File: config.mk
export PLATFORM = sky130hd
export DESIGN_NAME = bus_cond_tracker
export DESIGN_NICKNAME = d
export VERILOG_FILES = /design/src/rtl/bus_cond_pkg.sv /design/src/rtl/bus_line_sync.sv /design/src/rtl/bus_event_decode.sv /design/src/rtl/bus_frame_fsm.sv /design/src/rtl/bus_cond_tracker.sv
export SDC_FILE = /design/constraint.sdc
export NUM_CORES = 1
export LEC_CHECK = 0
export ABC_AREA = 1
export CELL_PAD_IN_SITES_DETAIL_PLACEMENT = 1
export CELL_PAD_IN_SITES_GLOBAL_PLACEMENT = 2
export CORE_ASPECT_RATIO = 0.8
export CORE_MARGIN = 2
export CORE_UTILIZATION = 27
export CTS_CLUSTER_SIZE = 12
export DETAILED_ROUTE_END_ITERATION = 16
export GPL_ROUTABILITY_DRIVEN = 0
export GPL_TIMING_DRIVEN = 0
export PLACE_DENSITY_LB_ADDON = 0.05
export SETUP_SLACK_MARGIN = 0.02
export SYNTH_ARGS = -nofsm -noshare
export SYNTH_HDL_FRONTEND = slang
export SYNTH_SLANG_ARGS = --single-unit
File: constraint.sdc
create_clock -name clk -period 1.3 [get_ports clk]
set_clock_uncertainty 0.1 [all_clocks]
set_input_delay 0.195 -clock clk [delete_from_list [all_inputs] [get_ports clk]]
set_output_delay 0.195 -clock clk [all_outputs]
set_load 0.01 [all_outputs]
File: src/rtl/bus_cond_pkg.sv
package bus_cond_pkg;

    typedef struct packed {
        logic sda;
        logic scl;
    } line_t;

    typedef enum logic {
        BUS_IDLE  = 1'b0,
        BUS_FRAME = 1'b1
    } bus_state_e;

    typedef struct packed {
        logic start;
        logic stop;
        logic scl_rise;
        logic scl_fall;
    } bus_event_t;

    localparam line_t LINE_RELEASED = '{sda: 1'b1, scl: 1'b1};

    function automatic bus_event_t classify(input line_t cur, input line_t prev);
        bus_event_t ev;
        logic scl_moved;
        ev = '0;
        scl_moved = cur.scl ^ prev.scl;
        if (scl_moved) begin
            ev.scl_rise = cur.scl;
            ev.scl_fall = ~cur.scl;
        end else if (cur.scl && (cur.sda != prev.sda)) begin
            ev.start = ~cur.sda;
            ev.stop  = cur.sda;
        end
        return ev;
    endfunction

endpackage

File: src/rtl/bus_line_sync.sv
module bus_line_sync
    import bus_cond_pkg::*;
#(
    parameter int STAGES = 2
) (
    input  logic  clk,
    input  logic  rst,
    input  line_t raw_i,
    output line_t cur_o,
    output line_t prev_o
);
    line_t chain [STAGES];
    line_t prev_q;

    generate
        for (genvar g = 0; g < STAGES; g++) begin : g_stage
            always_ff @(posedge clk) begin
                if (rst) begin
                    chain[g] <= LINE_RELEASED;
                end else if (g == 0) begin
                    chain[g] <= raw_i;
                end else begin
                    chain[g] <= chain[(g == 0) ? 0 : g - 1];
                end
            end
        end
    endgenerate

    always_ff @(posedge clk) begin
        if (rst) prev_q <= LINE_RELEASED;
        else     prev_q <= chain[STAGES-1];
    end

    assign cur_o  = chain[STAGES-1];
    assign prev_o = prev_q;

    initial begin
        assert (STAGES >= 2) else $error("STAGES must be at least 2");
    end
endmodule

File: src/rtl/bus_event_decode.sv
module bus_event_decode
    import bus_cond_pkg::*;
(
    input  line_t      cur_i,
    input  line_t      prev_i,
    output bus_event_t ev_o
);
    always_comb ev_o = classify(cur_i, prev_i);
endmodule

File: src/rtl/bus_frame_fsm.sv
module bus_frame_fsm
    import bus_cond_pkg::*;
#(
    parameter int BITS_PER_WORD = 9,
    localparam int IDX_W = $clog2(BITS_PER_WORD)
) (
    input  logic             clk,
    input  logic             rst,
    input  bus_event_t       ev_i,
    input  logic             sda_i,
    output logic             start_o,
    output logic             rstart_o,
    output logic             stop_o,
    output logic             err_o,
    output logic             busy_o,
    output logic             bit_stb_o,
    output logic             bit_val_o,
    output logic [IDX_W-1:0] bit_idx_o
);
    localparam logic [IDX_W-1:0] LAST_IDX = IDX_W'(BITS_PER_WORD - 1);

    bus_state_e       state_q;
    logic             low_seen_q;
    logic [IDX_W-1:0] cnt_q;

    always_ff @(posedge clk) begin
        if (rst) begin
            state_q    <= BUS_IDLE;
            low_seen_q <= 1'b0;
            cnt_q      <= '0;
            start_o    <= 1'b0;
            rstart_o   <= 1'b0;
            stop_o     <= 1'b0;
            err_o      <= 1'b0;
            bit_stb_o  <= 1'b0;
            bit_val_o  <= 1'b0;
            bit_idx_o  <= '0;
        end else begin
            start_o   <= 1'b0;
            rstart_o  <= 1'b0;
            stop_o    <= 1'b0;
            err_o     <= 1'b0;
            bit_stb_o <= 1'b0;
            if (ev_i.start) begin
                start_o    <= 1'b1;
                rstart_o   <= (state_q == BUS_FRAME);
                state_q    <= BUS_FRAME;
                cnt_q      <= '0;
                low_seen_q <= 1'b0;
            end else if (ev_i.stop) begin
                if (state_q == BUS_FRAME && !low_seen_q) begin
                    err_o <= 1'b1;
                end else begin
                    stop_o  <= 1'b1;
                    state_q <= BUS_IDLE;
                end
            end else if (state_q == BUS_FRAME) begin
                if (ev_i.scl_fall) low_seen_q <= 1'b1;
                if (ev_i.scl_rise) begin
                    bit_stb_o <= 1'b1;
                    bit_val_o <= sda_i;
                    bit_idx_o <= cnt_q;
                    cnt_q     <= (cnt_q == LAST_IDX) ? '0 : cnt_q + 1'b1;
                end
            end
        end
    end

    assign busy_o = (state_q == BUS_FRAME);

    assert_start_opens_R2: assert property (@(posedge clk) disable iff (rst)
        start_o |-> busy_o);
    assert_stop_closes_R3: assert property (@(posedge clk) disable iff (rst)
        stop_o |-> !busy_o);
    assert_rstart_in_frame_R4: assert property (@(posedge clk) disable iff (rst)
        rstart_o |-> (start_o && $past(busy_o) && !stop_o));
    assert_empty_keeps_frame_R6: assert property (@(posedge clk) disable iff (rst)
        err_o |-> (busy_o && $past(busy_o) && !stop_o));
    assert_idx_range_R7: assert property (@(posedge clk) disable iff (rst)
        bit_idx_o <= LAST_IDX);
    assert_idle_quiet_R8: assert property (@(posedge clk) disable iff (rst)
        bit_stb_o |-> $past(busy_o));
    assert_one_condition_R9: assert property (@(posedge clk) disable iff (rst)
        $onehot0({start_o, stop_o, err_o, bit_stb_o}));
endmodule

File: src/rtl/bus_cond_tracker.sv
module bus_cond_tracker
    import bus_cond_pkg::*;
#(
    parameter int SYNC_STAGES   = 2,
    parameter int BITS_PER_WORD = 9,
    localparam int IDX_W = $clog2(BITS_PER_WORD)
) (
    input  logic             clk,
    input  logic             rst,
    input  logic             sda_i,
    input  logic             scl_i,
    output logic             start_o,
    output logic             rstart_o,
    output logic             stop_o,
    output logic             err_o,
    output logic             busy_o,
    output logic             bit_stb_o,
    output logic             bit_val_o,
    output logic [IDX_W-1:0] bit_idx_o
);
    line_t      raw_w, cur_w, prev_w;
    bus_event_t ev_w;

    assign raw_w = '{sda: sda_i, scl: scl_i};

    bus_line_sync #(.STAGES(SYNC_STAGES)) u_sync (
        .clk(clk), .rst(rst), .raw_i(raw_w), .cur_o(cur_w), .prev_o(prev_w)
    );

    bus_event_decode u_decode (
        .cur_i(cur_w), .prev_i(prev_w), .ev_o(ev_w)
    );

    bus_frame_fsm #(.BITS_PER_WORD(BITS_PER_WORD)) u_fsm (
        .clk(clk), .rst(rst), .ev_i(ev_w), .sda_i(cur_w.sda),
        .start_o(start_o), .rstart_o(rstart_o), .stop_o(stop_o),
        .err_o(err_o), .busy_o(busy_o), .bit_stb_o(bit_stb_o),
        .bit_val_o(bit_val_o), .bit_idx_o(bit_idx_o)
    );

    assert_clean_after_reset_R10: assert property (@(posedge clk)
        $past(rst) |-> !(start_o || stop_o || err_o || bit_stb_o || busy_o));
endmodule

==> summary.md <==
| Metric | Value |
|---|---|
| Power Total | `1.22 mW` |
| Setup TNS | `-0.0111 ns` |
| Dominant cell type by area after synthesis | `dfxtp_1` |
| GRT overflow | `0` |
| GRT Resource Usage Total | `0.114` |
| Post-synthesis compound-gate area fraction | `0.0656` |
| First-pass GRT wire length | `3280 microns` |
| Rel. slew slack | `0.703` |
| Initial DRC Count | `7` |
| Final WL | `1900 microns` |
| Most frequent cells in the layout | `19 x dfxtp_1, 12 x nand2_1, 11 x dlygate4sd2_1` |
| # Max-Cap Violations | `0` |
| FF-to-FF Start | `u_sync.chain[1][0]` |
| Port-buffer cells | `14` |
| FF+latch count, synth | `22` |
| Hold Crit Endpoint | `u_sync.chain[1][1]` |
| Largest family of logic cells by synthesized area | `simple AND/OR/NAND/NOR gates` |
| Worst Setup Slack post-DPL | `-0.218 ns` |
| DR WL/cell | `11.8 microns` |
| Post-route ant nets | `0` |
| Status | `complete, but fails checks` |
| F_max | `763 MHz` |
| Most common cell after layout, fill and taps aside | `dfxtp_1` |
| Syn nets | `109` |
| CP Class | `reg2reg` |
| Final Max Tran Viols | `0` |
| Clock H-tree levels | `1` |
| Min-Delay Path Depth | `1` |
| Post-Syn Area per Cell | `8.87 sq um` |
| CTS tree | `built` |
| Multi-input logic area | `493 sq um` |
| Worst Path Max Fanout | `5` |
| Tightest Pin Transition | `0.445 ns` |
| First drt pass iteration count | `3` |
| Longest Clk Path Bufs | `2` |
| Site Rows | `18` |
| Min Tclk post-route | `1.31 ns` |
| Final instance area | `1250 sq um` |
| Seq. cell area | `444 sq um` |
| Layout cells sized above 1 | `0.372` |
| RSZ-0062 raised after global routing | `true` |
| Flop2flop setup slack | `-0.01 ns` |
| Final Worst Setup Slack | `-0.0111 ns` |
| R2R cell count | `7` |
| CP startpoint kind | `flop` |
| Capturing point of the worst reg2reg path | `u_fsm.bit_idx_o[2]` |
| Most area-consuming cells after synthesis | `dfxtp_1 49%, nand2_1 5.9%, ha_1 5.6%` |
| Post-DP Area | `1120 sq um` |
| Multiplexer share of the synthesized area | `0` |
| Simple-gate portion of the synthesized area | `0.286` |
| CTS sink count | `22` |
| Nets | `131` |
| Largest net degree at the start of global routing | `12` |
| Via count | `716` |
| Max VDD drop | `610 uV` |
| Final setup vio count | `1` |
| Failing checks | `setup timing` |
| Antenna cells | `0` |
| Xor/xnor share of the synthesized area | `0.0196` |
| DRC | `0` |
| Top cell type's share of synthesized area | `0.492` |
| Tcrit/Tclk final | `1.01` |
| Root Driver | `clkbuf_8` |
| CP endpoint kind | `flop` |
| Final HPWL DP | `1400 microns` |
| I/O pins | `15` |
| Crit path DAT | `1.38 ns` |
| Critical Path RT | `1.36 ns` |
| Core area | `3130 sq um` |
| Worst Hold Class | `reg2reg` |
| Fill count | `363` |
| DIE HEIGHT | `55.5 microns` |
| Die Area | `3800 sq um` |
| Initial Util | `0.286` |
| Final core occ | `0.400` |
| Pwr dens | `971 nW/um^2` |
| Vias in the first global route | `716` |
| Leakage | `0.534 nW` |
| Hold path startpoint | `u_sync.chain[0][1]` |
| Layout Area Growth over Synthesis | `39.8%` |
| CTS Buf Count | `3` |
| Adder-Cell Fraction of Synth Area | `0.0559` |
| Final hold violations | `0` |
| Register area share after synthesis | `0.492` |
| Post-synthesis cell type count | `26` |
| Worst-path clk slew | `0.08 ns` |
| Via/cell ratio | `4.45` |
| Mapped cell area | `896 sq um` |
| Initial antenna violation count | `0` |
| Cells after Synth | `101` |
| Die width | `68.4 microns` |
| Ys Warns | `0` |
| Clk_lat worst skew | `0.26 ns` |
==> cell families (layout without fill, tap and decap cells) <==
family,count (synthesis),in the layout
compound gates,10,10
xor+xnor,2,2
fa+ha+maj,4,4
buf+inv,15,34
flops,22,22
simple gates,48,49
==> cell usage after synthesis <==
master     n
a21oi_2    1
nor4_1     1
nor3_1     1
o211ai_1   1
dfxtp_1   22
nor2_2     2
clkinv_1   2
inv_2      2
clkinv_4   1
inv_1      8
buf_8      1
a21oi_1    5
clkbuf_1   1
nand2_4    1
nand3_4    1
ha_1       4
xor2_1     2
or2_2      4
nand2_2    3
a211oi_1   1
nor2_1    10
nand2_1   14
nand3_1    5
nand3_2    2
o21ai_0    2
nand4_1    4
==> metrics by stage <==
stage	std cells	hold slack, ns
6_report	161	0.311
3_5_place_dp	155	0.294
3_3_place_gp	155	0.298
5_1_grt	161	0.332
2_1_floorplan	101	0.199
4_1_cts	161	0.313
==> worst max-delay path by stage <==
stage | from | end | slack, ns | cells after the start
after floorplan | u_sync.chain[1][0] | u_fsm.bit_idx_o[1] | 0.03 | 7
after global placement | rst | u_fsm.cnt_q[3] | -0.25 | 4
after detailed placement | rst | u_fsm.cnt_q[3] | -0.22 | 4
after CTS | u_sync.chain[1][0] | u_fsm.bit_idx_o[1] | -0.03 | 7
after global routing | u_sync.chain[1][0] | u_fsm.bit_idx_o[1] | -0.09 | 7
final | u_sync.chain[1][0] | u_fsm.bit_idx_o[2] | -0.01 | 7
==> repair_timing <==
item,4_1_cts,5_1_grt
gates resized for setup,31,2
buffers inserted,2,0
gates cloned,1,0
pin swaps,7,5
setup endpoints to repair,24,15
endpoints found under the hold margin,0,0
hold buffers,0,0
==> per-layer routing <==
metal	vias up	part of all wire	track usage
met5	-	0	0
met1	327	0.49	0.158
met4	0	0.0084	0.0257
li1	373	-	-
met2	13	0.45	0.166
met3	3	0.050	0.0448
==> final cells by class <==
| type | instances | area share |
|---|---|---|
| Buffer | 2 | 0.0150 |
| Timing Repair Buffer | 16 | 0.116 |
| Clock buffer | 3 | 0.0330 |
| Sequential cell | 22 | 0.355 |
| Inverter | 13 | 0.0480 |
| Multi-Input combinational cell | 65 | 0.394 |
| Tap cell | 40 | 0.0400 |
==> state kept, by name, summed over array words and instances (netlist names) <==
name / flops
u_fsm.bit_val_o: 1
u_fsm.busy_o: 1
u_fsm.bit_idx_o: 4
u_fsm.rstart_o: 1
u_fsm.err_o: 1
u_sync.chain: 4
u_fsm.low_seen_q: 1
u_fsm.stop_o: 1
u_fsm.cnt_q: 4
u_fsm.start_o: 1
u_fsm.bit_stb_o: 1
u_sync.prev_o: 2
==> worst max-delay path: stages (launching register included) <==
cell and delay, ns:
dfxtp_2 0.35, inv_2 0.05, ha_4 0.27, nand2_4 0.05, clkinv_4 0.07, nand3_4 0.11
a21oi_2 0.16, nor2_1 0.04
==> power breakdown <==
part	switching, mW	internal (mW)	total, mW
Clock	0.209	0.207	0.416
Sequential	0.00949	0.686	0.695
Combinational	0.0613	0.0428	0.104
Power figures use the tool's default switching activity.
